**config.mk**
```make
export PLATFORM = sky130hd
export DESIGN_NAME = raster_sync_gen
export DESIGN_NICKNAME = d
export VERILOG_FILES = /design/src/rtl/raster_pkg.sv /design/src/rtl/raster_cfg_regs.sv /design/src/rtl/raster_counters.sv /design/src/rtl/raster_shaper.sv /design/src/rtl/raster_sync_gen.sv
export SDC_FILE = /design/constraint.sdc
export NUM_CORES = 1
export LEC_CHECK = 0
export CAP_MARGIN = 20
export CORE_AREA = 2 2 196 246
export CTS_BUF_LIST = sky130_fd_sc_hd__clkbuf_16
export DETAILED_ROUTE_END_ITERATION = 7
export DIE_AREA = 0 0 198 248
export HOLD_SLACK_MARGIN = 0.03
export SLEW_MARGIN = 20
export SYNTH_ARGS = -nofsm -noshare
export SYNTH_HDL_FRONTEND = slang
export SYNTH_HIERARCHICAL = 1
export SYNTH_SLANG_ARGS = --single-unit
```
**constraint.sdc**
```tcl
create_clock -name clk -period 12.8 [get_ports clk]
set_input_delay 2.56 -clock clk [delete_from_list [all_inputs] [get_ports clk]]
set_output_delay 2.56 -clock clk [all_outputs]
set_load 0.01 [all_outputs]
```
**src/rtl/raster_pkg.sv**
```systemverilog
// Shared definitions for the raster timing generator.
// Assumes every timing parameter fits in RASTER_CW bits.
package raster_pkg;
    localparam int RASTER_CW = 12;

    // Register indices on the parameter write port
    localparam int IDX_HALF   = 0;
    localparam int IDX_HSW    = 1;
    localparam int IDX_EQW    = 2;
    localparam int IDX_SERW   = 3;
    localparam int IDX_ASTART = 4;
    localparam int IDX_AWIDTH = 5;
    localparam int IDX_EQN    = 6;
    localparam int IDX_FLD    = 7;
    localparam int IDX_VSTART = 8;
    localparam int IDX_VCOUNT = 9;
    localparam int IDX_MODE   = 10;

    typedef struct packed {
        logic [RASTER_CW-1:0] half_len;
        logic [RASTER_CW-1:0] hs_width;
        logic [RASTER_CW-1:0] eq_width;
        logic [RASTER_CW-1:0] serr_width;
        logic [RASTER_CW-1:0] act_start;
        logic [RASTER_CW-1:0] act_width;
        logic [RASTER_CW-1:0] eq_count;
        logic [RASTER_CW-1:0] field_halves;
        logic [RASTER_CW-1:0] vact_start;
        logic [RASTER_CW-1:0] vact_count;
        logic                 master;
    } raster_cfg_t;
endpackage

```
**src/rtl/raster_cfg_regs.sv**
```systemverilog
// Parameter store: a staging copy written from the port and a live copy
// loaded from it only on the frame-boundary strobe.
// Assumes writes and the strobe do not coincide with a needed update.
module raster_cfg_regs
    import raster_pkg::*;
#(
    parameter int          AW        = 4,
    parameter raster_cfg_t RESET_CFG = '0
) (
    input  logic                 clk,
    input  logic                 rst_n,
    input  logic                 wr_en,
    input  logic [AW-1:0]        wr_addr,
    input  logic [RASTER_CW-1:0] wr_data,
    input  logic                 apply,
    output raster_cfg_t          live
);
    raster_cfg_t staged;

    // Capture port writes into the staging copy
    always_ff @(posedge clk) begin
        if (!rst_n) begin
            staged <= RESET_CFG;
        end else if (wr_en) begin
            case (int'(wr_addr))
                IDX_HALF:   staged.half_len     <= wr_data;
                IDX_HSW:    staged.hs_width     <= wr_data;
                IDX_EQW:    staged.eq_width     <= wr_data;
                IDX_SERW:   staged.serr_width   <= wr_data;
                IDX_ASTART: staged.act_start    <= wr_data;
                IDX_AWIDTH: staged.act_width    <= wr_data;
                IDX_EQN:    staged.eq_count     <= wr_data;
                IDX_FLD:    staged.field_halves <= wr_data;
                IDX_VSTART: staged.vact_start   <= wr_data;
                IDX_VCOUNT: staged.vact_count   <= wr_data;
                IDX_MODE:   staged.master       <= wr_data[0];
                default:    ;
            endcase
        end
    end

    // Move staging to live at the frame boundary only
    always_ff @(posedge clk) begin
        if (!rst_n)     live <= RESET_CFG;
        else if (apply) live <= staged;
    end

    p_cfg_hold_r8: assert property (@(posedge clk) disable iff (!rst_n)
        !$past(apply) |-> (live == $past(live)));
endmodule

```
**src/rtl/raster_counters.sv**
```systemverilog
// Pixel, half-line and field counters. Free-running in master mode;
// in slave mode re-aligned by synchronised external sync edges.
// Assumes half_len >= 2 and an odd field_halves for interlace.
module raster_counters #(
    parameter int CW = raster_pkg::RASTER_CW
) (
    input  logic          clk,
    input  logic          rst_n,
    input  logic [CW-1:0] half_len,
    input  logic [CW-1:0] eq_count,
    input  logic [CW-1:0] field_halves,
    input  logic          master,
    input  logic          hs_in,
    input  logic          vs_in,
    output logic [CW:0]   hpos,
    output logic [CW-1:0] vpos,
    output logic          field,
    output logic          apply,
    output logic          irq
);
    logic          hs_q, hs_q2, vs_q, vs_q2;
    logic [CW:0]   half_w, line_len, quarter, three_q;
    logic          at_line_end, at_half_end, near_start, mid_line;
    logic          hs_lock, vs_lock, half_step, vpos_last;

    // Two-stage capture of the external sync inputs
    always_ff @(posedge clk) begin
        if (!rst_n) begin
            hs_q <= 1'b0; hs_q2 <= 1'b0; vs_q <= 1'b0; vs_q2 <= 1'b0;
        end else begin
            hs_q <= hs_in; hs_q2 <= hs_q; vs_q <= vs_in; vs_q2 <= vs_q;
        end
    end

    // Boundary and lock decisions for the current cycle
    always_comb begin
        half_w      = {1'b0, half_len};
        line_len    = {half_len, 1'b0};
        quarter     = {2'b00, half_len[CW-1:1]};
        three_q     = half_w + quarter;
        at_line_end = (hpos == line_len - 1'b1);
        at_half_end = (hpos == half_w - 1'b1) || at_line_end;
        near_start  = (hpos >= three_q) || (hpos < quarter);
        mid_line    = (hpos >= quarter) && (hpos < three_q);
        hs_lock     = !master && hs_q && !hs_q2 && near_start;
        vs_lock     = !master && vs_q && !vs_q2;
        half_step   = hs_lock ? (hpos >= half_w) : at_half_end;
        vpos_last   = (vpos == field_halves - 1'b1);
        apply       = half_step && vpos_last && field && !vs_lock;
    end

    // Advance position, half-line, field and the field-start pulse
    always_ff @(posedge clk) begin
        if (!rst_n) begin
            hpos <= '0; vpos <= '0; field <= 1'b0; irq <= 1'b0;
        end else begin
            hpos <= (hs_lock || at_line_end) ? '0 : hpos + 1'b1;
            irq  <= half_step && vpos_last && !vs_lock;
            if (vs_lock) begin
                vpos  <= eq_count;
                field <= mid_line;
            end else if (half_step) begin
                if (vpos_last) begin
                    vpos  <= '0;
                    field <= !field;
                end else begin
                    vpos <= vpos + 1'b1;
                end
            end
        end
    end

    p_hpos_step_r1: assert property (@(posedge clk) disable iff (!rst_n)
        (master && !at_line_end) |=> (hpos == $past(hpos) + 1'b1));
    p_irq_single_r9: assert property (@(posedge clk) disable iff (!rst_n)
        irq |=> !irq);
    p_slave_lock_r10: assert property (@(posedge clk) disable iff (!rst_n)
        $past(hs_lock) |-> (hpos == '0));
endmodule

```
**src/rtl/raster_shaper.sv**
```systemverilog
// Sync pulse shaping (equalization, serration, hsync), active enable
// and the bottom-field flag, all derived from the counter state.
// Assumes serr_width <= half_len and eq_width <= half_len.
module raster_shaper #(
    parameter int CW = raster_pkg::RASTER_CW
) (
    input  logic          clk,
    input  logic          rst_n,
    input  logic [CW-1:0] half_len,
    input  logic [CW-1:0] hs_width,
    input  logic [CW-1:0] eq_width,
    input  logic [CW-1:0] serr_width,
    input  logic [CW-1:0] act_start,
    input  logic [CW-1:0] act_width,
    input  logic [CW-1:0] eq_count,
    input  logic [CW-1:0] vact_start,
    input  logic [CW-1:0] vact_count,
    input  logic [CW:0]   hpos,
    input  logic [CW-1:0] vpos,
    input  logic          field,
    output logic          hs_out,
    output logic          vs_out,
    output logic          de,
    output logic          btf
);
    logic [CW:0]   hh_w, act_end, vact_end;
    logic [CW+1:0] eq2, eq3, vpos_x;
    logic [CW-1:0] hh;
    logic          in_pre, in_serr, in_post, vs_prev, pending;

    // Region decode and pulse shaping
    always_comb begin
        hh_w     = (hpos < {1'b0, half_len}) ? hpos : hpos - {1'b0, half_len};
        hh       = hh_w[CW-1:0];
        vpos_x   = {2'b00, vpos};
        eq2      = {1'b0, eq_count, 1'b0};
        eq3      = eq2 + {2'b00, eq_count};
        in_pre   = vpos < eq_count;
        in_serr  = !in_pre && (vpos_x < eq2);
        in_post  = (vpos_x >= eq2) && (vpos_x < eq3);
        act_end  = {1'b0, act_start} + {1'b0, act_width};
        vact_end = {1'b0, vact_start} + {1'b0, vact_count};
        if (in_pre || in_post) hs_out = hh < eq_width;
        else if (in_serr)      hs_out = hh < (half_len - serr_width);
        else                   hs_out = hpos < {1'b0, hs_width};
        vs_out   = in_serr;
        de       = (hpos >= {1'b0, act_start}) && (hpos < act_end) &&
                   (vpos >= vact_start) && ({1'b0, vpos} < vact_end);
    end

    // Bottom flag follows the field at the first line start after vsync rises
    always_ff @(posedge clk) begin
        if (!rst_n) begin
            vs_prev <= 1'b0; pending <= 1'b0; btf <= 1'b0;
        end else begin
            vs_prev <= vs_out;
            if (pending && hpos == '0) begin
                btf     <= field;
                pending <= 1'b0;
            end
            if (vs_out && !vs_prev) pending <= 1'b1;
        end
    end

    p_btf_linestart_r7: assert property (@(posedge clk) disable iff (!rst_n)
        (btf != $past(btf)) |-> ($past(hpos) == '0));
endmodule

```
**src/rtl/raster_sync_gen.sv**
```systemverilog
// Top of the interlaced raster timing generator: parameter store,
// counters and pulse shaper. Reset values come from the DEF_* parameters.
// Assumes the sync pins are split into in/out/enable at the pad ring.
module raster_sync_gen
    import raster_pkg::*;
#(
    parameter int AW          = 4,
    parameter int DEF_HALF    = 858,
    parameter int DEF_HSW     = 126,
    parameter int DEF_EQW     = 63,
    parameter int DEF_SERW    = 126,
    parameter int DEF_ASTART  = 244,
    parameter int DEF_AWIDTH  = 1440,
    parameter int DEF_EQN     = 6,
    parameter int DEF_FLD     = 525,
    parameter int DEF_VSTART  = 40,
    parameter int DEF_VCOUNT  = 480,
    parameter int DEF_MASTER  = 1
) (
    input  logic                 clk,
    input  logic                 rst_n,
    input  logic                 wr_en,
    input  logic [AW-1:0]        wr_addr,
    input  logic [RASTER_CW-1:0] wr_data,
    input  logic                 hs_in,
    input  logic                 vs_in,
    output logic                 hs_out,
    output logic                 vs_out,
    output logic                 sync_oe,
    output logic                 active_de,
    output logic                 field_id,
    output logic                 bottom_flag,
    output logic [RASTER_CW:0]   hcount,
    output logic [RASTER_CW-1:0] vcount,
    output logic                 vsync_irq
);
    localparam int CW = RASTER_CW;
    localparam raster_cfg_t DEF_CFG = '{
        half_len:     CW'(DEF_HALF),   hs_width:   CW'(DEF_HSW),
        eq_width:     CW'(DEF_EQW),    serr_width: CW'(DEF_SERW),
        act_start:    CW'(DEF_ASTART), act_width:  CW'(DEF_AWIDTH),
        eq_count:     CW'(DEF_EQN),    field_halves: CW'(DEF_FLD),
        vact_start:   CW'(DEF_VSTART), vact_count: CW'(DEF_VCOUNT),
        master:       DEF_MASTER[0]
    };

    raster_cfg_t cfg;
    logic        apply;

    raster_cfg_regs #(.AW(AW), .RESET_CFG(DEF_CFG)) u_cfg (
        .clk(clk), .rst_n(rst_n), .wr_en(wr_en), .wr_addr(wr_addr),
        .wr_data(wr_data), .apply(apply), .live(cfg)
    );

    raster_counters #(.CW(CW)) u_cnt (
        .clk(clk), .rst_n(rst_n), .half_len(cfg.half_len),
        .eq_count(cfg.eq_count), .field_halves(cfg.field_halves),
        .master(cfg.master), .hs_in(hs_in), .vs_in(vs_in),
        .hpos(hcount), .vpos(vcount), .field(field_id),
        .apply(apply), .irq(vsync_irq)
    );

    raster_shaper #(.CW(CW)) u_shp (
        .clk(clk), .rst_n(rst_n), .half_len(cfg.half_len),
        .hs_width(cfg.hs_width), .eq_width(cfg.eq_width),
        .serr_width(cfg.serr_width), .act_start(cfg.act_start),
        .act_width(cfg.act_width), .eq_count(cfg.eq_count),
        .vact_start(cfg.vact_start), .vact_count(cfg.vact_count),
        .hpos(hcount), .vpos(vcount), .field(field_id),
        .hs_out(hs_out), .vs_out(vs_out), .de(active_de), .btf(bottom_flag)
    );

    assign sync_oe = cfg.master;
endmodule

```
; ---- After elaboration in Yosys (flattened, before gate mapping)
; Cells that the tools add are included.
[classes]
bitwise_logic = 1
muxes = 12
order_cmp = 17
n_reduce_logical = 46
add_sub_neg = 11
n_eq_ne = 13
[op_table]
columns = op, n
row1 = 12-bit 2-to-1 mux, 4
row2 = 12-bit less-than comparator, 3
row3 = 12-bit by 12-bit adder with 13-bit output, 2
row4 = 13-bit equality test, 2
row5 = 13-bit by 12-bit >= comparator with 1-bit output, 2
row6 = 12-bit by 13-bit less-than comparator with 1-bit output, 2
row7 = 13-bit by 12-bit less-than comparator with 1-bit output, 2
row8 = 13-bit less-than comparator, 2
row9 = 2-bit AND reduction, 12
row10 = 12-bit subtractor, 2
row11 = 1-bit logical AND, 17
row12 = 4-bit by 3-bit equality test with 1-bit output (second input constant), 4
row13 = 13-bit by 12-bit adder with 14-bit output, 1
row14 = 12-bit by 14-bit less-than comparator with 1-bit output, 1
row15 = 12-bit by 11-bit adder with 13-bit output, 1
row16 = 13-bit by 1-bit adder with 13-bit output (second input constant), 1
row17 = 12-bit by 13-bit >= comparator with 1-bit output, 1
row18 = 13-bit by 11-bit >= comparator with 1-bit output, 1
row19 = 13-bit >= comparator, 1
row20 = 13-bit zero test, 1
row21 = 13-bit by 11-bit less-than comparator with 1-bit output, 1
row22 = 12-bit by 1-bit subtractor with 13-bit output (second input constant), 1
row23 = 13-bit by 1-bit subtractor with 13-bit output (second input constant), 1
row24 = 12-bit by 1-bit adder with 12-bit output (second input constant), 1
row25 = 13 further kinds, 34
[totals]
ff_bits = 276
out_inout_bits = 32
wordCells = 133
input_bits = 21

; ---- Logic depth before layout (Yosys ltp)
; Gate-level depths: netlist of the first run.
[logic_depth]
word_depth = 8
mapped_depth = 26
mapped_depth_nobuf = 22

; ---- Modules after synthesis
; Netlist of the first run, hierarchy kept.
[by_module_without_submodules]
columns = module, instances, seq_area_each_um2, cells_per_inst, area_per_inst_um2
row1 = raster_cfg_regs, 1, 4844.6, 843, 8984.9
row2 = raster_shaper, 1, 60.1, 707, 5318.9
row3 = raster_counters, 1, 620.6, 548, 4237.8

; ---- Least setup slack after synthesis of the first run
; No wires, ideal clock.
[synth_path]
path_type = reg-to-output
start = register u_cfg/live[115] in the netlist's numbering
end = output hs_out
slack_ns = 6.537
path_buffers = 2
stages_incl_launch_ff = 21
required_time_ns = 10.240
arrival_time_ns = 3.703
path_cell_list = dfxtp_1 -> inv_1 -> ha_1 -> a21o_1 -> or3_1 -> o211ai_2 -> o21ai_1 -> o31ai_2 -> buf_4 -> buf_4 -> nand2_1 -> o21ai_1 -> ha_1 -> a211oi_1 -> o21ai_0 -> o211ai_1 -> a21oi_1 -> nor2_1 -> nand2_1 -> a32o_1 -> mux2i_1
[synth_via]
elab_chain_len = 5
word_cells_on_any_way = 8
classes_between = add/sub: 2 / order compare: 3 / mux: 3
[synth_rtl]
columns = item, line
row1 = "start, declared", raster_cfg_regs.sv:16  ; output raster_cfg_t live
row2 = "start signal, assigned", raster_cfg_regs.sv:45  ; else if (apply) live <= staged;
row3 = 12-bit subtractor / 13-bit by 12-bit less-than comparator with 1-bit output (equally long branches), raster_shaper.sv:33  ; hh_w = (hpos < {1'b0, half_len}) ? hpos : hpos - {1'b0, half_len};
row4 = 12-bit 2-to-1 mux, raster_shaper.sv:33
row5 = 12-bit less-than comparator, raster_shaper.sv:44  ; else if (in_serr) hs_out = hh < (half_len - serr_width);
row6 = 1-bit 2-to-1 mux, raster_shaper.sv:44
row7 = 1-bit 2-to-1 mux *, raster_shaper.sv:43  ; if (in_pre || in_post) hs_out = hh < eq_width;
row8 = "end, declared", raster_sync_gen.sv:27  ; output logic hs_out,
; Every way passes the cells marked *; elsewhere a longest branch is shown, timed or not.

; ---- Final worst setup path of the first run
[layout_path]
start = register u_cnt.hpos[1]
end = output hs_out
[layout_via]
elab_chain_len = 5
word_cells_on_any_way = 8
classes_between = add/sub: 1 / order compare: 4 / mux: 3
[layout_rtl]
columns = item, line
row1 = "start, declared", raster_counters.sv:15  ; output logic [CW:0] hpos,
row2 = "start signal, assigned", raster_counters.sv:57  ; hpos <= (hs_lock || at_line_end) ? '0 : hpos + 1'b1;
row3 = 12-bit subtractor / 13-bit by 12-bit less-than comparator with 1-bit output (equally long branches), raster_shaper.sv:33
row4 = 12-bit 2-to-1 mux, raster_shaper.sv:33
row5 = 12-bit less-than comparator, raster_shaper.sv:44
row6 = 1-bit 2-to-1 mux, raster_shaper.sv:44
row7 = 1-bit 2-to-1 mux *, raster_shaper.sv:43
; Marks and branches as above.

==> impl_metrics.yaml, run 1 <==
outcome:
  outcome: "finished, final reports clean"
global_routing:
  grt_pass1_wl_um: 82000
  antenna_found_initial: 1
  grt_max_degree: 122
  grt_overflow: 0
  grt_usage_pct: 21.3
  grt_pass1_vias: 14800
die:
  dieHeight_um: 248
  ios: 53
  die-area_sq_um: 49100
  die_x_um: 198
  rows: 89
  initial_core_util_pct: 39.6
  core_sq_um: 46900
sta:
  period_minus_slack_ns: 7.82
  worstMarginPinSlew_ns: 1.12
  fmax_mhz: 128
  rsz0062_at_grt: "no"
  fin_crit_sh_pct: 61.1
  hold_violations: 0
  finalSetupViolations: 0
  fin_worst_skew_ns: 0.0227
  maxSlewViolCount: 0
  tns_ns: 0
  slew_headroom_pct: 25.3
yosys:
  ys_warn_count: 6
  synthCells: 2098
  ys_ff_latch: 276
  yosys.area_share.simple_pct: 18.2
  syn_area_sq_um: 18500
  avgSynthCellArea_sq_um: 8.84
  synth_area_leaders: "dfxtp_1 30%, ha_1 16%, mux2i_1 13%, nor2b_1 4.5%, nand2_1 4.1%"
  yosysTopAreaCell: "dfxtp_1"
  synth_compound_area_share_pct: 12.6
  synth_top_area_share_pct: 29.8
  syn-num-nets: 2364
  synth_top_family_by_area: "simple AND/OR/NAND/NOR gates"
  synth_fa_ha_area_share_pct: 16.8
  synth_cell_types: 93
  async_reset_ff_share_pct: 0
  synth_xor_area_share_pct: 4.72
  synth_flop_cell: "dfxtp_1"
  synth-edff-count: 0
  yosysSeqAreaShare_pct: 29.8
  synth.mux.area_fraction_pct: 12.6
cts:
  cts_resized: 0
  clock_sinks: 276
  cts_setup_buffers: 0
  tritoncts: "yes"
  clk_pin_slew_ns: 0.06
  ctsHoldBuffers: 0
  cts_max_level: 1
  cts.path.max_buffers: 3
  cts_buffers: 30
  cts_root_buf: "clkbuf_16"
  insertion_delay_ns: 0.58
worst_setup_path:
  critPathLaunchType: "flop"
  reg2reg_depth: 23
  cp_max_fo: 23
  r2r-start: "u_cfg/live[112]"
  reg2reg_to: "u_cfg/live[65]"
  worstSetupEndpointType: "output port"
  r2r_setup_slack_ns: 6.08
  crit_arrival_ns: 5.26
  required_ns: 10.24
  path_class: "flop to output port"
finish:
  seq_area_sq_um: 5530
  nNetsFinal: 2384
  final_area_sq_um: 20700
  area_delta_synth_final_pct: 11.8
  multi_input_area_sq_um: 12100
  drive_above_1_share_pct: 4.58
  diodes: 0
  fill_cells: 4592
placed_design:
  gp_congestion: 0.896
  post-dp-hpwl_um: 38000
  io_buffers: 52
  place_area_sq_um: 19600
pwr:
  vdd.ir_drop.worst_uv: 95.2
  p_leak_nw: 8.98
  power_density_nw_per_um2: 92.0
drt:
  firstDrtPassIters: 7
  ant_nets: 0
  wl_per_cell_um: 18.7
  drt_iter0_drc: 747
  vias_per_cell: 5.38
  vias: 15000
  wirelength_um: 52100
  drc: 0
hold_path:
  holdCritStartpoint: "u_cfg/staged[107]"
  min_to: "u_cfg/staged[107]"
  min_path_cells: 2
  holdCritPathClass: "flop to flop"
job:
  cap_violations: 0
==> cells in the final DEF (no fill, tap or decap), types with 44 or more instances in the layout <==
cell type / instances
a21oi_1: 115
clkdlybuf4s50_1: 51
dfxtp_1: 276
ha_1: 239
inv_1: 148
mux2i_1: 231
nand2_1: 203
nand2b_1: 46
nand3_1: 44
nor2_1: 74
nor2b_1: 133
o21ai_0: 52
xnor2_1: 55
xor2_1: 45
==> worst max-delay path, cell delays in order (launching register included) <==
cell	delay, ns
dfxtp_1	0.86
ha_1	0.37
nor2b_1	0.14
o31a_1	0.30
o211ai_2	0.22
o21ai_1	0.13
o31ai_2	0.19
buf_4	0.28
nand2_1	0.07
o21ai_1	0.13
ha_1	0.28
a211oi_1	0.23
o21ai_0	0.13
o211ai_1	0.10
a21oi_1	0.09
nor2_1	0.10
nand2_1	0.06
a32o_1	0.23
mux2i_1	0.19
clkdlybuf4s50_1	0.59
==> metrics by stage <==
step	setup WS (ns)	instances	utilization, %	total power [mW]	hold WS (ns)
floorplan	6.54	2098	-	0.935	0.430
global placement	5.63	2723	41.9	0.966	0.445
detailed placement	5.56	2723	41.9	0.967	0.450
CTS	4.94	2779	44.2	1.93	0.460
global route	4.64	2779	44.2	1.97	0.478
finish	4.98	2779	44.2	1.91	0.458
==> flip-flops by register name, indices dropped and copies added, names as in the netlist, 12 cells and up <==
register	cells
u_cfg/staged	121
u_cnt/hpos	13
u_cnt/vpos	12
u_cfg/live	121
==> layout make-up <==
type | count | area share [%]
Clock buffer | 30 | 3.62
Clock inverter | 26 | 1.70
Inverter | 147 | 2.66
Multi-Input combinational cell | 1590 | 58.2
Sequential cell | 276 | 26.6
Tap cell | 637 | 3.84
Timing Repair Buffer | 73 | 3.35
==> power by group <==
group	internal [mW]	total [mW]	switching, mW
combinational	0.0279	0.0768	0.0489
sequential	0.865	0.872	0.00630
clock	0.590	0.959	0.369
total	1.48	1.91	0.425
==> cells in the mapped netlist, drive strengths merged, types with 4 or more instances <==
master and count:
and2 17, o21ai 68, o21a 12, nand2 204, nor4 10, xor2 45, nand4 24, a21o 36
a21boi 5, nor2b 133, inv 147, or4 5, o31ai 8, xnor2 55, buf 49, mux2i 232
o21bai 4, ha 239, or3 9, fa 6, nand3 45, nor4b 4, and4 4, and3 16
nor2 76, nor3 29, a211oi 14, nand3b 6, a2111oi 7, nor3b 6, o41ai 6, a21oi 115
clkbuf 36, o32ai 6, a31oi 9, nand2b 46, or2 7, o211ai 17, a32oi 4, dfxtp 276
o2111ai 5, o31a 5, o22ai 5
==> cell families after synthesis <==
group | count (synthesis)
DFF | 276
buffers and inverters | 232
xor gates and xnor gates | 100
adders and majority gates | 245
AOI/OAI and AO/OA | 360
muxes | 234
and+or+nand+nor | 651
==> layer usage <==
metal  wire length [um]  vias to the layer above  part of all wire [%]  global-route usage [%]
li1                   -                     7413                     -                       -
met1              22600                     7143                    43                    25.5
met2              25300                      296                    49                    38.1
met3               1950                       99                   3.7                    2.66
met4               2280                        0                   4.4                    9.33
met5                  0                        -                     0                       0
==> worst max path at each step <==
stage / start / cells after the start / end
after CTS: u_cnt/hpos[1] / 19 / hs_out
after detailed placement: u_cnt/hpos[1] / 19 / hs_out
final: u_cnt/hpos[1] / 19 / hs_out
after global routing: u_cnt/hpos[0] / 19 / hs_out
after floorplan: u_cfg/live[115] / 20 / hs_out
after global placement: u_cnt/hpos[1] / 19 / hs_out
Note: power is estimated with default switching activity, not from simulation.
==> inputs of run 2 (changes only) <==
==> constraint.sdc (replaced) <==
create_clock -name clk -period 7.7 [get_ports clk]
set_input_delay 1.54 -clock clk [delete_from_list [all_inputs] [get_ports clk]]
set_output_delay 1.54 -clock clk [all_outputs]
set_load 0.01 [all_outputs]
==> run 2 against run 1 <==
  * Clock-buffer cell count is 5 higher
  * Sequential power up 65%
  * Clock power up 65%
  * Non-clock buffer count grew 9
  * Critical path depth stayed put
  * Clock skew decreased by 0.0027 ns
  * Cell area increased by 0.42%
  * Flip-flop and latch count did not move
==> impl_metrics.yaml, run 2 (same netlist as run 1, synthesis figures left out) <==
outcome:
  outcome: "finished, final reports clean"
placed_design:
  gp_congestion: 0.882
  post-dp-hpwl_um: 38400
  dp_cells: 2732
  io_buffers: 52
cts:
  cts_resized: 0
  cts.path.max_buffers: 3
  cts_setup_buffers: 0
  insertion_delay_ns: 0.53
  clk_pin_slew_ns: 0.07
  tritoncts: "yes"
  clock_sinks: 276
  ctsHoldBuffers: 0
  cts_root_buf: "clkbuf_16"
  cts_buffers: 34
  cts_max_level: 2
finish:
  reg_top3: "u_cfg/live: 121 flops, u_cfg/staged: 121 flops, u_cnt/hpos: 13 flops"
  drive_above_1_share_pct: 5.10
  layout.cells.non_filler: 2795
  layout_common_cells: "276 x dfxtp_1, 239 x ha_1, 231 x mux2i_1"
  final_common_cell: "dfxtp_1"
  area_delta_synth_final_pct: 12.3
  nNetsFinal: 2397
global_routing:
  grt_usage_pct: 21.7
  grt_pass1_wl_um: 82800
  antenna_found_initial: 0
  grt_pass1_vias: 14800
  grt_max_degree: 115
  grt_overflow: 0
die:
  die_x_um: 198
  die-area_sq_um: 49100
  core_sq_um: 46900
  initial_core_util_pct: 39.6
  rows: 89
  dieHeight_um: 248
  ios: 53
worst_setup_path:
  r2r-start: "u_cfg/live[112]"
  critPathLaunchType: "flop"
  crit_arrival_ns: 5.42
  worstSetupEndpointType: "output port"
  path_class: "flop to output port"
  cp_max_fo: 13
  setup.worst_path.start: "u_cfg/live[115]"
  required_ns: 6.16
pwr:
  vdd.ir_drop.worst_uv: 190
  p_leak_nw: 9.05
  power_density_nw_per_um2: 152
sta:
  hold_violations: 0
  maxSlewViolCount: 0
  tns_ns: 0
  fin_crit_sh_pct: 90.3
  rsz0062_at_grt: "no"
  slew_headroom_pct: 26.1
  finalSetupViolations: 0
  period_minus_slack_ns: 6.96
  fmax_mhz: 144
  fin_worst_skew_ns: 0.0201
  worstMarginPinSlew_ns: 1.11
drt:
  wl_per_cell_um: 19.1
  ant_nets: 0
  firstDrtPassIters: 5
  vias: 15200
  drt_iter0_drc: 683
  drc: 0
  wirelength_um: 53200
  vias_per_cell: 5.42
hold_path:
  holdCritPathClass: "flop to flop"
  holdCritStartpoint: "u_cfg/staged[73]"
job:
  cap_violations: 0
run 2: through the flow:
| step | hold slack [ns] | setup WS [ns] | total power, mW | instance area (sq um) | utilization [%] |
|---|---|---|---|---|---|
| 2_1_floorplan | 0.430 | 2.32 | 1.55 | 18500 | - |
| 3_3_place_gp | 0.442 | 1.34 | 1.61 | 19700 | 42.0 |
| 3_5_place_dp | 0.448 | 1.19 | 1.61 | 19700 | 42.1 |
| 4_1_cts | 0.461 | 0.744 | 3.19 | 20800 | 44.4 |
| 5_1_grt | 0.472 | 0.291 | 3.26 | 20800 | 44.4 |
| 6_report | 0.459 | 0.745 | 3.16 | 20800 | 44.4 |
run 2: layout make-up:
cell class | instances | area (sq um)
fill | 4577 | 26100
multi-input combinational | 1590 | 12100
sequential | 276 | 5530
clock buffer | 35 | 876
tap | 637 | 797
timing repair buffer | 82 | 774
inverter | 147 | 552
clock inverter | 27 | 231
antenna | 1 | 2.50
run 2: per-layer routing:
| layer | global-route usage (%) | routed length, um |
|---|---|---|
| met4 | 9.07 | 2110 |
| met2 | 39.5 | 26100 |
| met1 | 25.6 | 22700 |
| met5 | 0 | 0 |
| met3 | 2.83 | 2270 |
run 2: path summary, 6_finish.rpt:
path	slack, ns	cells past startpoint	end
max	0.74	19	hs_out
min	0.46	2	u_cfg/staged[73]
min reg2reg	0.46	2	u_cfg/staged[73]
max reg2reg	1.10	23	u_cfg/live[27]
run 2: worst max-delay path, cell delays in order (launching register included):
cell	delay, ns
dfxtp_1	0.53
inv_1	0.09
ha_1	0.36
a21o_1	0.20
or3_1	0.33
o211ai_2	0.17
o21ai_1	0.12
o31ai_2	0.71
buf_4	0.30
nand2_1	0.06
o21ai_1	0.14
ha_1	0.29
nor2b_1	0.14
o21ai_0	0.15
a21oi_1	0.09
nor3_1	0.12
o21ai_0	0.12
a31o_2	0.22
mux2i_1	0.17
clkdlybuf4s50_1	0.58
run 2: report_power, final:
part / leakage, nW / internal [mW] / total (mW) / switching, mW
logic: 6.26 / 0.0479 / 0.138 / 0.0899
clock network: 0.559 / 0.933 / 1.58 / 0.643
registers: 2.23 / 1.44 / 1.44 / 0.00587
==> inputs of run 3 (changes only) <==
--- a/config.mk
+++ b/config.mk
@@ -6,13 +6,12 @@
 export NUM_CORES = 1
 export LEC_CHECK = 0
 export CAP_MARGIN = 20
-export CORE_AREA = 2 2 196 246
+export CORE_AREA = 2 2 197 247
 export CTS_BUF_LIST = sky130_fd_sc_hd__clkbuf_16
 export DETAILED_ROUTE_END_ITERATION = 7
-export DIE_AREA = 0 0 198 248
+export DIE_AREA = 0 0 199 249
 export HOLD_SLACK_MARGIN = 0.03
 export SLEW_MARGIN = 20
 export SYNTH_ARGS = -nofsm -noshare
 export SYNTH_HDL_FRONTEND = slang
-export SYNTH_HIERARCHICAL = 1
 export SYNTH_SLANG_ARGS = --single-unit
==> run 3 against run 2 <==
  * Critical path depth up 2
  * Cell area down 1.2%
  * Global-route usage up 2.0 points
==> impl_metrics.yaml, run 3 <==
outcome:
  outcome: "finished, final reports clean"
pwr:
  power_density_nw_per_um2: 142
  vdd.ir_drop.worst_uv: 159
  p_leak_nw: 8.23
  swShare_pct: 23.9
  pwr-share-comb_pct: 4.6
  clkPwrFrac_pct: 46.0
  power.switching_uw: 699
  total_power_mw: 2.93
  seq_power_share_pct: 49.4
  p_int_mw: 2.23
worst_setup_path:
  cp_max_fo: 9
  crit_arrival_ns: 5.75
  r2r_setup_slack_ns: 1.80
  reg2reg_depth: 19
  required_ns: 6.16
  critPathLaunchType: "flop"
  r2r-start: "u_cfg.live[110]"
  reg2reg_to: "u_cfg.live[83]"
  worstSetupEndpointType: "output port"
  path_class: "flop to output port"
drt:
  wl_per_cell_um: 20.5
  vias: 16800
  ant_nets: 0
  wirelength_um: 59600
  vias_per_cell: 5.77
  firstDrtPassIters: 5
  drc: 0
  drt_iter0_drc: 930
die:
  die_x_um: 199
  core_sq_um: 47100
  die-area_sq_um: 49600
  rows: 89
  dieHeight_um: 249
  initial_core_util_pct: 39.6
  ios: 53
yosys:
  synth.mux.area_fraction_pct: 3.57
  synth_fa_ha_area_share_pct: 15.9
  syn-num-nets: 2538
  synth_cell_types: 82
  synth_area_leaders: "dfxtp_1 30%, ha_1 15%, nand3_1 6.7%, o31ai_1 5.1%, a21oi_1 5.1%"
  synthCells: 2283
  synth.most_common_cell: "dfxtp_1"
  syn_area_sq_um: 18700
  synth_compound_area_share_pct: 19.6
  synth_top_family_by_area: "simple AND/OR/NAND/NOR gates"
  synth_xor_area_share_pct: 5.12
  async_reset_ff_share_pct: 0
  ys_warn_count: 0
  synth_top_area_share_pct: 29.6
  ys_ff_latch: 276
  yosys.area_share.simple_pct: 20.1
  synth-edff-count: 0
  yosysTopAreaCell: "dfxtp_1"
  yosysSeqAreaShare_pct: 29.6
  synth_flop_cell: "dfxtp_1"
  yosys-top-cells-count: "276 x dfxtp_1, 250 x nand3_1, 228 x ha_1"
  avgSynthCellArea_sq_um: 8.17
cts:
  cts_root_buf: "clkbuf_16"
  clock_sinks: 276
  cts_buffers: 30
  tritoncts: "yes"
  insertion_delay_ns: 0.58
  cts_setup_buffers: 0
  cts_resized: 0
  clk_pin_slew_ns: 0.06
  cts_max_level: 1
  ctsHoldBuffers: 0
  cts.path.max_buffers: 3
hold_path:
  holdCritStartpoint: "u_cfg.staged[92]"
  min_path_cells: 2
  holdCritPathClass: "flop to flop"
  min_to: "u_cfg.staged[92]"
sta:
  rsz0062_at_grt: "no"
  fin_crit_sh_pct: 94.7
  fmax_mhz: 137
  maxSlewViolCount: 0
  finalSetupViolations: 0
  hold_violations: 0
  period_minus_slack_ns: 7.29
  worstMarginPinSlew_ns: 1.16
  slew_headroom_pct: 22.8
  fin_worst_skew_ns: 0.0158
  worst_hold_slack_ns: 0.454
  tns_ns: 0
job:
  cap_violations: 0
global_routing:
  antenna_found_initial: 0
  grt_overflow: 0
  grt_pass1_vias: 16100
  grt_pass1_wl_um: 93400
  grt_usage_pct: 23.7
  grt_max_degree: 118
finish:
  reg_top3: "u_cfg.live: 121 flops, u_cfg.staged: 121 flops, u_cnt.hpos: 13 flops"
  area_delta_synth_final_pct: 10.3
  nNetsFinal: 2507
  layout_common_cells: "276 x dfxtp_1, 250 x nand3_1, 228 x ha_1"
  final_area_sq_um: 20600
  drive_above_1_share_pct: 4.98
  layout.cells.non_filler: 2908
  diodes: 0
  final_common_cell: "dfxtp_1"
placed_design:
  place_area_sq_um: 19700
  gp_congestion: 0.902
  io_buffers: 52
  dp_cells: 2856
  post-dp-hpwl_um: 40800
[run 3: cell count changes in the layout (fill, tap and decap cells not counted), moves of 9 or more]
cell | previous run | this run
a21oi_1 | 115 | 189
and3_1 | 16 | 6
ha_1 | 239 | 228
inv_1 | 151 | 134
mux2i_1 | 231 | 52
nand2_1 | 203 | 214
nand2b_1 | 46 | 23
nand3_1 | 44 | 250
nor2_1 | 74 | 123
nor2b_1 | 133 | 20
o21a_1 | 12 | 21
o21ai_1 | 16 | 1
o31ai_1 | 7 | 127
[run 3: how the worst max path moves through the flow]
stage                     from     end  slack, ns
2_1_floorplan    u_cnt.hpos[1]  hs_out       2.01
3_5_place_dp   u_cfg.live[110]  hs_out       0.83
4_1_cts        u_cfg.live[110]  hs_out       0.20
6_report         u_cnt.hpos[0]  hs_out       0.41
3_3_place_gp   u_cfg.live[110]  hs_out       0.84
5_1_grt          u_cnt.hpos[0]  hs_out       0.03
[run 3: kinds of logic after synthesis]
family / after synthesis
adders and majority gates: 234
and+or+nand+nor: 778
xor gates and xnor gates: 106
DFF: 276
buffers and inverters: 278
AOI/OAI and AO/OA: 548
muxes: 63
[run 3: cell type report]
class                           instances  area (sq um)
Tap cell                              637           797
Fill cell                            4700         26500
Clock buffer                           31           776
Multi-Input combinational cell       1729         12000
Inverter                              127           480
Clock inverter                         20           118
Sequential cell                       276          5530
Timing Repair Buffer                   88           858
[run 3: power by group through the flow]
| stage | Sequential (mW) | Clock (mW) | Combinational, mW |
|---|---|---|---|
| 4_1_cts | 1.45 | 1.37 | 0.134 |
| 3_3_place_gp | 1.48 | 0 | 0.133 |
| 5_1_grt | 1.45 | 1.43 | 0.146 |
| 2_1_floorplan | 1.48 | 0 | 0.0710 |
| 3_5_place_dp | 1.48 | 0 | 0.134 |
| 6_report | 1.45 | 1.35 | 0.136 |
[run 3: metal layers]
| metal | vias up | track usage (%) | part of all wire, % |
|---|---|---|---|
| met4 | 0 | 7.83 | 3.3 |
| met3 | 107 | 2.00 | 4.1 |
| met5 | - | 0 | 0 |
| met1 | 8104 | 31.5 | 44 |
| met2 | 402 | 40.3 | 48 |
| li1 | 8166 | - | - |
[run 3: per-stage QoR]
step	setup WS [ns]	utilization (%)
after floorplan	2.01	-
after global routing	0.0267	43.7
after CTS	0.199	43.6
after global placement	0.841	41.7
final	0.407	43.7
after detailed placement	0.827	41.7
[run 3: critical path: stages (launching register included)]
cell and delay, ns:
dfxtp_1 0.42, inv_1 0.38, ha_1 0.24, inv_1 0.06
fa_1 0.41, a21o_1 0.18, a21oi_1 0.21, o21bai_1 0.10
a21oi_1 0.22, o21a_1 0.19, o21ai_0 0.11, xor2_1 0.15
mux2_2 0.31, ha_1 0.30, nand4_1 0.10, nor2_1 0.06
a221oi_1 0.26, o21a_1 0.18, a41oi_1 0.20, mux2_2 0.32
o221ai_1 0.20, clkdlybuf4s50_1 0.58
